**src/rtl/adc_seq_pkg.sv**
```systemverilog
package adc_seq_pkg;

    typedef enum logic {
        SEQ_IDLE = 1'b0,
        SEQ_WAIT = 1'b1
    } seq_state_e;

    // The read strobe ends when the tail stage is low and a high value
    // is about to shift into it on this tick.
    function automatic logic strobe_ending(input logic tick,
                                           input logic tail,
                                           input logic feed);
        return tick & ~tail & feed;
    endfunction

endpackage

```
**src/rtl/adc_tick_gen.sv**
```systemverilog
module adc_tick_gen #(
    parameter int TICK_DIV = 2
) (
    input  logic clk,
    input  logic rst_n,
    output logic tick
);
    generate
        if (TICK_DIV <= 1) begin : g_every
            assign tick = 1'b1;
        end else begin : g_div
            localparam int CW = $clog2(TICK_DIV);
            localparam logic [CW-1:0] LAST = CW'(TICK_DIV - 1);

            logic [CW-1:0] cnt_d, cnt_q;

            always_comb begin
                if (cnt_q == LAST) cnt_d = '0;
                else               cnt_d = cnt_q + 1'b1;
            end

            always_ff @(posedge clk or negedge rst_n) begin
                if (!rst_n) cnt_q <= '0;
                else        cnt_q <= cnt_d;
            end

            assign tick = (cnt_q == LAST);
        end
    endgenerate
endmodule

```
**src/rtl/adc_shift_chain.sv**
```systemverilog
module adc_shift_chain #(
    parameter int   STAGES   = 4,
    parameter logic REST_VAL = 1'b1
) (
    input  logic              clk,
    input  logic              rst_n,
    input  logic              shift_en,
    input  logic              clear,
    input  logic              sin,
    output logic [STAGES-1:0] stages
);
    logic [STAGES-1:0] sr_d, sr_q;

    always_comb begin
        sr_d = sr_q;
        if (clear)         sr_d = '0;
        else if (shift_en) sr_d = {sr_q[STAGES-2:0], sin};
    end

    always_ff @(posedge clk or negedge rst_n) begin
        if (!rst_n) sr_q <= {STAGES{REST_VAL}};
        else        sr_q <= sr_d;
    end

    assign stages = sr_q;
endmodule

```
**src/rtl/adc_slow_seq.sv**
```systemverilog
module adc_slow_seq
    import adc_seq_pkg::*;
#(
    parameter int DATA_W   = 8,
    parameter int STAGES   = 4,
    parameter int TICK_DIV = 2
) (
    input  logic              clk,
    input  logic              rst_n,
    input  logic              cs,
    input  logic              wr_n,
    input  logic              rd_n,
    output logic [DATA_W-1:0] cpu_dout,
    output logic              cpu_doe,
    output logic              busy,
    output logic              adc_wr_n,
    output logic              adc_rd_n,
    input  logic              adc_intr_n,
    input  logic [DATA_W-1:0] adc_data
);
    localparam int TAIL = STAGES - 1;
    localparam int FEED = STAGES - 2;

    typedef struct packed {
        logic [DATA_W-1:0] hold;
        seq_state_e        st;
    } seq_regs_t;

    logic              tick;
    logic              write_evt;
    logic              capture;
    logic [STAGES-1:0] start_stages;
    logic [STAGES-1:0] read_stages;
    logic [DATA_W-1:0] hold_q;
    seq_regs_t         r_d, r_q;

    // CPU strobe is active low; the chain clear is active high.
    assign write_evt = cs & ~wr_n;

    adc_tick_gen #(.TICK_DIV(TICK_DIV)) u_tick (
        .clk   (clk),
        .rst_n (rst_n),
        .tick  (tick)
    );

    // Start timer: ones refill a cleared chain, one per tick.
    adc_shift_chain #(.STAGES(STAGES), .REST_VAL(1'b1)) u_start (
        .clk      (clk),
        .rst_n    (rst_n),
        .shift_en (tick),
        .clear    (write_evt),
        .sin      (1'b1),
        .stages   (start_stages)
    );

    // Read path: pure delay line on the done signal.
    adc_shift_chain #(.STAGES(STAGES), .REST_VAL(1'b1)) u_read (
        .clk      (clk),
        .rst_n    (rst_n),
        .shift_en (tick),
        .clear    (1'b0),
        .sin      (adc_intr_n),
        .stages   (read_stages)
    );

    assign capture = strobe_ending(tick, read_stages[TAIL], read_stages[FEED]);

    always_comb begin
        r_d = r_q;
        if (capture)   r_d.hold = adc_data;
        if (write_evt) r_d.st   = SEQ_WAIT;
        else if (capture) r_d.st = SEQ_IDLE;
    end

    always_ff @(posedge clk or negedge rst_n) begin
        if (!rst_n) begin
            r_q.hold <= '0;
            r_q.st   <= SEQ_IDLE;
        end else begin
            r_q <= r_d;
        end
    end

    assign hold_q   = r_q.hold;
    assign busy     = (r_q.st == SEQ_WAIT);
    assign adc_wr_n = start_stages[TAIL];
    assign adc_rd_n = read_stages[TAIL];
    assign cpu_doe  = cs & ~rd_n;
    assign cpu_dout = cpu_doe ? r_q.hold : '0;

endmodule

```
**config.mk**
```make
export PLATFORM = sky130hd
export DESIGN_NAME = adc_slow_seq
export DESIGN_NICKNAME = d
export VERILOG_FILES = /design/src/rtl/adc_seq_pkg.sv /design/src/rtl/adc_tick_gen.sv /design/src/rtl/adc_shift_chain.sv /design/src/rtl/adc_slow_seq.sv
export SDC_FILE = /design/constraint.sdc
export NUM_CORES = 1
export LEC_CHECK = 0
export BUFFER_PORTS_ARGS = -buffer_cell sky130_fd_sc_hd__clkbuf_2
export CORE_MARGIN = 5
export CORE_UTILIZATION = 43
export DETAILED_ROUTE_END_ITERATION = 6
export PLACE_DENSITY = 0.69
export SETUP_SLACK_MARGIN = 0.5
export SYNTH_ARGS = -nofsm -noshare
export SYNTH_HDL_FRONTEND = slang
export SYNTH_HIERARCHICAL = 1
export SYNTH_SLANG_ARGS = --single-unit
```
**constraint.sdc**
```tcl
create_clock -name clk -period 1.2 [get_ports clk]
set_input_delay 0.18 -clock clk [delete_from_list [all_inputs] [get_ports clk]]
set_output_delay 0.18 -clock clk [all_outputs]
set_load 0.01 [all_outputs]
```
* Word level (Yosys, flattened, before mapping)
Cells that the tools add are included.
** Word-level totals
- Bits in registers :: 18
- Bits of input ports :: 14
- Output and inout bits :: 12
- Logic and storage cells :: 21
** Operators by class
- Add/subtract/negate cells :: 1
- Muxes and demuxes :: 6
- Bitwise logic cells :: 7
- Reductions and logical operators :: 2
** Operators by type and width (count)
- two-way mux 4 bit :: 2
- two-way mux 8 bit :: 1
- AND 1 bit :: 4
- nonzero test 2 bit :: 2
- two-way mux 1 bit :: 3
- NOT 1 bit :: 3
- adder 1 bit (second input constant) :: 1

* Depth between registers and ports, before layout
Gate-level depths: netlist of run 1.
- Word-level depth :: 5
- Depth in mapped cells :: 3
- Depth with buffers taken out :: 2

* By module
Netlist of run 1, hierarchy kept.
** By module, submodules not included
- adc_slow_seq :: instances 1, cells an instance 32, area an instance 419.2 um^2, seq. area each 225.2 um^2
- adc_shift_chain :: instances 2, cells an instance 13, area an instance 165.2 um^2, seq. area each 105.1 um^2
- adc_tick_gen :: instances 1, cells an instance 2, area an instance 28.8 um^2, seq. area each 25.0 um^2

* Worst setup path after synthesis of run 1
Ideal clock, no wire load.
- Path type :: reg2reg
- Start point :: reg u_read.sr_q[3] (netlist: u_read/stages[3])
- End point :: reg r_q, in the netlist hold_q[0]
- Setup time :: 0.125 ns
- Arrival :: 1.056 ns
- Data required time :: 1.075 ns
- Path slack :: 0.019 ns
- Stages on the path, launching flop included :: 3
- Buffers on the path :: 0
- Clock period less this slack :: 1.181 ns
- Path through :: dfstp_2 > nand3b_4 > mux2_2
** On the way
- Cells in the longest elaborated chain, start to end :: 3
** Ends and longest elaborated chain
- start, declared :: RTL line adc_shift_chain.sv:12 : logic [STAGES-1:0] sr_d, sr_q;
- start signal, assigned :: RTL line adc_shift_chain.sv:21 : if (!rst_n) sr_q <= {STAGES{REST_VAL}};
- start signal, assigned :: RTL line adc_shift_chain.sv:22 : else sr_q <= sr_d;
- NOT 1 bit :: RTL line adc_seq_pkg.sv:13 : return tick & ~tail & feed;
- AND 1 bit (2 in a row) :: RTL line adc_seq_pkg.sv:13
- end signal, assigned :: RTL line adc_slow_seq.sv:80 : r_q <= r_d;
- end, declared :: RTL line adc_slow_seq.sv:35 : seq_regs_t r_d, r_q;
Every way passes these cells.
A chain may end at the register's enable or synchronous reset.

* Final worst setup path of run 1
- Start point :: reg u_read.sr_q[3] (netlist: u_read/stages[3])
- End point :: reg r_q, in the netlist hold_q[3]
Same word-level chain as after synthesis.

==> flow_summary.json, run 1 <==
{
  "most_used_standard_cell_by_instance_count_after_synthesis": "sky130_fd_sc_hd__dfrtp_1",
  "p_leak_nw": 0.609,
  "path_class": "reg -> reg",
  "cts_tree": "yes",
  "multi_input_gate_area_sq_um": 342,
  "placement_rows": 15,
  "pwr_density_cell_nw_per_um2": 1070,
  "ctsLongestPathBuffers": 2,
  "clk_transition_reported_paths_ns": 0.10,
  "drc_errors": 0,
  "cp_data_required_time_ns": 1.38,
  "globalRouteOverflowTotal": 0,
  "setup_slack_ns": -0.0160,
  "antenna_found_initial": 0,
  "worst_ir_drop_on_vdd_uv": 883,
  "detailedPlace.worstSlack_ns": -0.00332,
  "final_setup_fails": 8,
  "avgSynthCellArea_sq_um": 13.0,
  "fin_util_pct": 67.9,
  "fin_worst_skew_ns": 0.00124,
  "grt_start_max_net_pins": 19,
  "timing.final.crit_share_pct": 101,
  "setup.worst_path.start_class": "flip-flop",
  "finalWeightedCongestion": 0.671,
  "worst_hold_slack_after_final_layout_ns": -0.188,
  "finalInstanceArea_sq_um": 1170,
  "worst_min_delay_path_category": "in -> async",
  "first_global_vias": 551,
  "root_buffer": "sky130_fd_sc_hd__clkbuf_4",
  "core_area_sq_um": 1730,
  "hold_violations": 10,
  "yosys_register_bits": 18,
  "wl_per_cell_um": 12.6,
  "first_iter_violations": 4,
  "post-layout-total-power_mw": 1.26,
  "post_route_cells_drive_above_1_share_pct": 67.7,
  "setup_repair_after_global_routing_missed_its_margin": "true",
  "num-nets-final": 114,
  "synth.cell_area_sq_um": 778,
  "track_usage_pct": 11.6,
  "route.antenna.remaining_nets": 0,
  "insertedDiodeCount": 0,
  "status": "finished, violations left",
  "worstPathMaxFanout": 9,
  "netlist.top_cell.by_area": "sky130_fd_sc_hd__dfrtp_1",
  "clock_latency_ns": 0.29,
  "route.detailed.vias_per_inst": 4.31,
  "violations_in_the_final_reports": "hold timing, setup timing",
  "effective_utilization_at_floorplan_pct": 45.1,
  "cts_made_buffers": 3,
  "cts.sink_count": 18,
  "floorplan.io_pins": 26,
  "period_needed_ns": 1.22,
  "totalNegativeSetupSlack_ns": -0.0554,
  "end_kind": "flip-flop",
  "maximum_capacitance_violations": 0,
  "grt_first_pass_wirelength_mm": 2.33,
  "routed_wl_mm": 1.56,
  "drt-pass1-iter-count": 2,
  "yosys.cell_types.count": 13,
  "netlist.area_leader.share_pct": 32.2,
  "syn_to_final_growth_pct": 50.6,
  "timing.critical_path.arrival_ns": 1.40,
  "synth.area.top_cells": "sky130_fd_sc_hd__dfrtp_1, sky130_fd_sc_hd__dfstp_2, sky130_fd_sc_hd__mux2_2",
  "num-fill-cells": 139,
  "number_of_enable_flip_flop_cells_after_synthesis": 0,
  "synth_ff_type": "sky130_fd_sc_hd__dfrtp_1",
  "max_freq_ghz": 0.822,
  "vias": 534,
  "fp.dieArea_sq_um": 2760,
  "postSynth.asyncResetShare_pct": 100,
  "sequential_cell_area_sq_um": 460,
  "port_buffers": 25,
  "final-max-slew-violation-count": 0,
  "htree_num_levels": 1,
  "die_height_um": 52.5,
  "yosysSeqAreaShare_pct": 59.2,
  "die-width_um": 52.5,
  "postSynthCellCount": 60,
  "synthesis_warning_total": 6,
  "placement.cell_area_sq_um": 973
}
registers in the layout (all words and copies together), names as in the netlist:
name,count
busy,1
hold_q,8
u_read/stages,4
u_start/stages,4
u_tick/tick,1
through the flow:
stage | hold slack [ns] | instances
finish | -0.188 | 124
global route | -0.178 | 124
CTS | -0.178 | 122
detailed placement | 0.139 | 113
global placement | 0.138 | 113
floorplan | -0.116 | 63
timing repair:
action                                  4_1_cts  5_1_grt
hold endpoints to repair                     10       10
pin swaps                                     9        0
cloned                                        0        0
endpoints found under the setup margin       30       30
buffers inserted                              5        2
resized for setup                             6       28
critical path, stage by stage, from the launching register on:
cell and delay [ns]:
sky130_fd_sc_hd__dfstp_2 0.55, sky130_fd_sc_hd__nand3b_4 0.20, sky130_fd_sc_hd__mux2_2 0.36
path summary, 6_finish.rpt:
path                       depth (start not counted)                         start  slack, ns                            end
min in group clk                                   2                   adc_data[0]       0.11          hold_q[0]$_DFFE_PN0P_
setup / recovery                                   2  u_read/stages[3]$_DFFE_PN1P_      -0.02          hold_q[3]$_DFFE_PN0P_
hold reg to reg                                    1         hold_q[5]$_DFFE_PN0P_       0.52          hold_q[5]$_DFFE_PN0P_
max in group asynchronous                          1                         rst_n       1.05  u_start/stages[2]$_DFFE_PN1P_
setup reg to reg                                   2  u_read/stages[3]$_DFFE_PN1P_      -0.02          hold_q[3]$_DFFE_PN0P_
hold / removal                                     1                         rst_n      -0.19          hold_q[4]$_DFFE_PN0P_
power breakdown:
group	total, mW	switching, mW	internal [mW]	leakage [nW]
logic	0.206	0.0734	0.133	0.394
registers	0.683	0.0230	0.660	0.194
clock network	0.369	0.184	0.185	0.0210
kinds of logic after synthesis:
kind of cell           Yosys count  synth area share [%]
AND/OR/NAND/NOR                 19                  14.5
flip-flops                      18                  59.2
multiplexers                    16                  21.9
buffers and inverters            4                  2.41
other                            2                 0.965
AO/OA/AOI/OAI                    1                  1.13
cells in the final DEF, fill, tap and decap left out, types with 3 or more instances in the layout:
cell / synthesis / final
sky130_fd_sc_hd__clkbuf_4: 0 / 3
sky130_fd_sc_hd__dfrtp_1: 10 / 10
sky130_fd_sc_hd__mux2_2: 8 / 7
sky130_fd_sc_hd__dfstp_2: 8 / 8
sky130_fd_sc_hd__mux2i_1: 8 / 8
sky130_fd_sc_hd__buf_6: 0 / 17
sky130_fd_sc_hd__nor2_1: 8 / 8
sky130_fd_sc_hd__clkbuf_2: 2 / 11
sky130_fd_sc_hd__and2_4: 0 / 8
sky130_fd_sc_hd__conb_1: 2 / 5
sky130_fd_sc_hd__buf_4: 0 / 7
routing by layer:
layer  routed length, um  GRT usage, %
met5                   0             0
met4                   0          2.55
met3                  52          3.42
met2                 871          21.7
met1                 635          12.8
final cells by class:
cell class                      count  share of cell area [%]
Clock buffer                        4                    3.09
Inverter                            1                   0.320
Multi-Input combinational cell     41                    29.1
Sequential cell                    18                    39.3
Tap cell                           25                    2.67
Timing Repair Buffer               35                    25.5
Note: power is estimated with default switching activity, not from simulation.
==> inputs of run 2 (changes only) <==
--- a/config.mk
+++ b/config.mk
@@ -11,6 +11,7 @@
 export DETAILED_ROUTE_END_ITERATION = 6
 export PLACE_DENSITY = 0.69
 export SETUP_SLACK_MARGIN = 0.5
+export SKIP_LAST_GASP = 1
 export SYNTH_ARGS = -nofsm -noshare
 export SYNTH_HDL_FRONTEND = slang
 export SYNTH_HIERARCHICAL = 1
==> flow_summary.json, run 2 (synthesis gave the netlist of run 1 again) <==
{
  "status": "finished, violations left",
  "violations_in_the_final_reports": "hold timing, setup timing",
  "core_area_sq_um": 1730,
  "end_kind": "flip-flop",
  "die-width_um": 52.5,
  "period_needed_ns": 1.23,
  "pwr_density_cell_nw_per_um2": 1050,
  "route.antenna.remaining_nets": 0,
  "final_cell_mix": "sky130_fd_sc_hd__buf_6, sky130_fd_sc_hd__clkbuf_2, sky130_fd_sc_hd__dfrtp_1",
  "grt_start_max_net_pins": 19,
  "track_usage_pct": 11.5,
  "setup_slack_ns": -0.0294,
  "setup_repair_after_global_routing_missed_its_margin": "true",
  "drc_errors": 0,
  "htree_num_levels": 1,
  "globalRouteOverflowTotal": 0,
  "num-fill-cells": 144,
  "port_buffers": 25,
  "fp.dieArea_sq_um": 2760,
  "ctsLongestPathBuffers": 2,
  "drt-pass1-iter-count": 4,
  "vias": 567,
  "met2_use_gr_pct": 21.5,
  "die_height_um": 52.5,
  "placement_rows": 15,
  "clock_latency_ns": 0.28,
  "worst_ir_drop_on_vdd_uv": 730,
  "worst_hold_slack_after_final_layout_ns": -0.184,
  "startpoint": "u_read/stages[3]$_DFFE_PN1P_",
  "maximum_capacitance_violations": 0,
  "cts.sink_count": 18,
  "sequential_cell_area_sq_um": 462,
  "grt_use_met3_pct": 3.42,
  "cts_made_buffers": 3,
  "effective_utilization_at_floorplan_pct": 45.1,
  "cts_tree": "yes",
  "setup.worst_path.start_class": "flip-flop",
  "cp_data_required_time_ns": 1.38,
  "finalInstanceArea_sq_um": 1180,
  "groute.layer.met1.usage_pct": 12.6,
  "post_route_cells_drive_above_1_share_pct": 69.3,
  "insertedDiodeCount": 0,
  "first_global_vias": 551,
  "finalWeightedCongestion": 0.671,
  "clk_transition_reported_paths_ns": 0.10,
  "origin_of_the_critical_flop_to_flop_path": "u_read/stages[3]$_DFFE_PN1P_",
  "placement.cell_area_sq_um": 973,
  "grt.busiest_layer": "met2",
  "layout_commonest_cell": "sky130_fd_sc_hd__buf_6",
  "antenna_found_initial": 0,
  "max_freq_ghz": 0.813,
  "timing.critical_path.arrival_ns": 1.41,
  "worstPathMaxFanout": 9,
  "first_iter_violations": 7,
  "largest_register_ff_count": 8,
  "worst_min_delay_path_category": "in -> async",
  "floorplan.io_pins": 26,
  "route.detailed.vias_per_inst": 4.50,
  "fin_worst_skew_ns": 0.00495,
  "multi_input_gate_area_sq_um": 338,
  "grt_first_pass_wirelength_mm": 2.32,
  "root_buffer": "sky130_fd_sc_hd__clkbuf_4",
  "syn_to_final_growth_pct": 51.6,
  "num-nets-final": 116,
  "final_setup_fails": 9,
  "timing.final.crit_share_pct": 102,
  "wl_per_cell_um": 13.1,
  "final-max-slew-violation-count": 0,
  "hold_violations": 10,
  "path_class": "reg -> reg",
  "routed_wl_mm": 1.65,
  "p_leak_nw": 0.612
}
[run 2: cell types whose count changed in the layout (fill, tap and decap cells not counted), sizes merged]
| cell | previous run | this run |
|---|---|---|
| clkbuf | 15 | 17 |
[run 2: routing by layer]
layer	share of wire [%]	wire length, um	vias up
li1	-	-	271
met1	38	628	275
met2	57	939	17
met3	4.1	68	4
met4	1.0	17	0
met5	0	0	-
[run 2: where the power goes]
part           internal, mW  switching (mW)
Clock                 0.184           0.176
Sequential            0.660          0.0230
Combinational         0.127          0.0733
[run 2: worst paths after layout]
kind / end / slack, ns / cells after the start
min in group clk: hold_q[0]$_DFFE_PN0P_ / 0.12 / 2
max in group asynchronous: u_read/stages[2]$_DFFE_PN1P_ / 1.05 / 1
hold reg to reg: hold_q[6]$_DFFE_PN0P_ / 0.52 / 1
setup / recovery: hold_q[2]$_DFFE_PN0P_ / -0.03 / 2
hold / removal: hold_q[1]$_DFFE_PN0P_ / -0.18 / 1
setup reg to reg: hold_q[2]$_DFFE_PN0P_ / -0.03 / 2
[run 2: timing repair]
item | CTS | global route
gates resized for setup | 4 | 30
endpoints found under the setup margin | 30 | 30
endpoints found under the hold margin | 10 | 10
pin swaps | 9 | 4
setup buffers | 5 | 3
cloned | 0 | 1
[run 2: layout make-up]
type	count	area share, %
flip-flops and latches	18	39.1
inverters	1	0.318
clock buffers	4	3.08
repair buffers	37	26.2
multi-input cells	41	28.6
well taps	25	2.65
[run 2: worst max-delay path, cell delays in order, from the launching register on]
cell and delay, ns:
sky130_fd_sc_hd__dfstp_2 0.56, sky130_fd_sc_hd__nand3b_4 0.20, sky130_fd_sc_hd__mux2_2 0.36
[run 2: stage by stage]
step / worst slack, ns / setup TNS [ns] / instances / utilization (%) / power [mW]
2_1_floorplan: 0.0193 / 0 / 63 / - / 0.777
3_3_place_gp: 0.0306 / 0 / 113 / 56.4 / 0.835
3_5_place_dp: -0.00332 / -0.00421 / 113 / 56.4 / 0.844
4_1_cts: -0.0403 / -0.194 / 122 / 61.5 / 1.23
5_1_grt: -0.0593 / -0.488 / 126 / 68.3 / 1.31
6_report: -0.0294 / -0.183 / 126 / 68.3 / 1.24
==> inputs of run 3 (changes only) <==
--- a/config.mk
+++ b/config.mk
@@ -9,7 +9,7 @@
 export CORE_MARGIN = 5
 export CORE_UTILIZATION = 43
 export DETAILED_ROUTE_END_ITERATION = 6
-export PLACE_DENSITY = 0.69
+export PLACE_DENSITY_LB_ADDON = 0.05
 export SETUP_SLACK_MARGIN = 0.5
 export SKIP_LAST_GASP = 1
 export SYNTH_ARGS = -nofsm -noshare
==> flow_summary.json, run 3 (synthesis gave the netlist of run 1 again) <==
{
  "period_needed_ns": 1.21,
  "worst_min_delay_path_category": "in -> async",
  "crit_path_top_delay_cell": "sky130_fd_sc_hd__dfstp_2",
  "timing.critical_path.arrival_ns": 1.03,
  "grt_start_max_net_pins": 19,
  "port_buffers": 25,
  "cp_cell_sequence": "buf_6 -> buf_6",
  "globalRouteOverflowTotal": 0,
  "pwr-share-comb_pct": 15.9,
  "syn_to_final_growth_pct": 47.7,
  "cts_made_buffers": 3,
  "ctsLongestPathBuffers": 2,
  "drc_errors": 0,
  "setup_slack_ns": -0.0136,
  "p_leak_nw": 0.595,
  "fin_util_pct": 66.6,
  "largest_register_ff_count": 8,
  "slowest_delay_ns": 0.55,
  "wl_per_cell_um": 12.1,
  "die-width_um": 52.5,
  "finalWeightedCongestion": 0.648,
  "switching_share_pct": 23.1,
  "seq_power_share_pct": 57.6,
  "layout_commonest_cell": "sky130_fd_sc_hd__buf_6",
  "core_area_sq_um": 1730,
  "p_switching_mw": 0.273,
  "hold_violations": 10,
  "fin_worst_skew_ns": 0.0157,
  "route.detailed.vias_per_inst": 4.24,
  "num-fill-cells": 158,
  "cts_tree": "yes",
  "worst_ir_drop_on_vdd_uv": 771,
  "r2r_cells": 2,
  "hpwl_um": 958,
  "track_usage_pct": 12.1,
  "cp_data_required_time_ns": 1.02,
  "first_iter_violations": 4,
  "floorplan.io_pins": 26,
  "status": "finished, violations left",
  "route.antenna.remaining_nets": 0,
  "final_cell_mix": "sky130_fd_sc_hd__buf_6, sky130_fd_sc_hd__clkbuf_2, sky130_fd_sc_hd__dfrtp_1",
  "end_kind": "primary output",
  "die_height_um": 52.5,
  "power_frac_clock_pct": 26.5,
  "pwr_density_cell_nw_per_um2": 1030,
  "max_freq_ghz": 0.824,
  "insertedDiodeCount": 0,
  "first_global_vias": 536,
  "violations_in_the_final_reports": "hold timing, setup timing",
  "htree_num_levels": 1,
  "final-max-slew-violation-count": 0,
  "placement_rows": 15,
  "worst_hold_slack_after_final_layout_ns": -0.196,
  "setup_repair_after_global_routing_missed_its_margin": "true",
  "routed_wl_mm": 1.49,
  "fp.dieArea_sq_um": 2760,
  "vias": 522,
  "post_route_cells_drive_above_1_share_pct": 66.3,
  "antenna_found_initial": 0,
  "clk_transition_reported_paths_ns": 0.11,
  "internal_power_mw": 0.909,
  "timing.final.crit_share_pct": 101,
  "setup.worst_path.start_class": "flip-flop",
  "cts.sink_count": 18,
  "final_setup_fails": 2,
  "path_class": "reg -> out",
  "maximum_capacitance_violations": 0,
  "num-nets-final": 113,
  "worstPathMaxFanout": 2,
  "root_buffer": "sky130_fd_sc_hd__clkbuf_4",
  "effective_utilization_at_floorplan_pct": 45.1,
  "drt-pass1-iter-count": 2,
  "clock_latency_ns": 0.29,
  "grt_first_pass_wirelength_mm": 2.39,
  "path_common_cell": "sky130_fd_sc_hd__buf_6"
}
==> run 3: changes by cell type in the layout (fill, tap and decap cells not counted) <==
cell,previous run,this run
sky130_fd_sc_hd__buf_4,7,5
sky130_fd_sc_hd__inv_1,0,1
sky130_fd_sc_hd__clkbuf_8,1,0
sky130_fd_sc_hd__clkbuf_1,0,1
sky130_fd_sc_hd__clkbuf_2,13,12
sky130_fd_sc_hd__inv_2,1,0
==> run 3: per-stage QoR <==
| stage | setup TNS [ns] | cells | worst slack [ns] | power [mW] | cell area (sq um) |
|---|---|---|---|---|---|
| floorplan | 0 | 63 | 0.0193 | 0.777 | 830 |
| global placement | 0 | 113 | 0.0311 | 0.834 | 973 |
| detailed placement | 0 | 113 | 0.0176 | 0.839 | 973 |
| CTS | -0.0900 | 121 | -0.0479 | 1.17 | 1050 |
| global route | -0.363 | 123 | -0.0696 | 1.26 | 1150 |
| finish | -0.0156 | 123 | -0.0136 | 1.18 | 1150 |
==> run 3: final timing paths <==
check / from / end / slack, ns
setup / recovery: u_read/stages[3]$_DFFE_PN1P_ / adc_rd_n / -0.01
hold / removal: rst_n / hold_q[6]$_DFFE_PN0P_ / -0.20
setup reg to reg: u_read/stages[3]$_DFFE_PN1P_ / hold_q[1]$_DFFE_PN0P_ / 0
hold reg to reg: hold_q[3]$_DFFE_PN0P_ / hold_q[3]$_DFFE_PN0P_ / 0.51
max in group asynchronous: rst_n / u_start/stages[2]$_DFFE_PN1P_ / 1.04
min in group clk: adc_data[7] / hold_q[7]$_DFFE_PN0P_ / 0.11
==> run 3: cell type report <==
class | instances | area (sq um) | area share [%]
Clock buffer | 4 | 26.3 | 2.29
Inverter | 1 | 3.75 | 0.326
Multi-Input combinational cell | 41 | 338 | 29.4
Sequential cell | 18 | 462 | 40.2
Tap cell | 25 | 31.3 | 2.72
Timing Repair Buffer | 34 | 289 | 25.1
==> run 3: routing by layer <==
metal	GRT usage (%)	vias up	routed length (um)
met5	0	-	0
met4	6.38	0	12
met3	3.42	2	99
met2	18.4	16	728
li1	-	265	-
met1	15.5	239	646
==> run 3: power groups by stage <==
stage	registers [mW]	clock network, mW	logic (mW)
floorplan	0.688	0	0.0889
detailed placement	0.693	0	0.146
CTS	0.681	0.330	0.155
global placement	0.691	0	0.143
global route	0.688	0.365	0.208
finish	0.681	0.313	0.188
==> run 3: what timing repair did <==
action | 4_1_cts | 5_1_grt
endpoints found under the hold margin | 10 | 10
endpoints found under the setup margin | 30 | 30
cloned | 2 | 0
pin swaps | 11 | 0
buffers inserted | 2 | 2
gates resized for setup | 7 | 29
==> run 3: critical path, delay by kind of cell (launching register included) <==
family   cells  cell delay, ns
flops        1            0.55
buf+inv      2            0.19
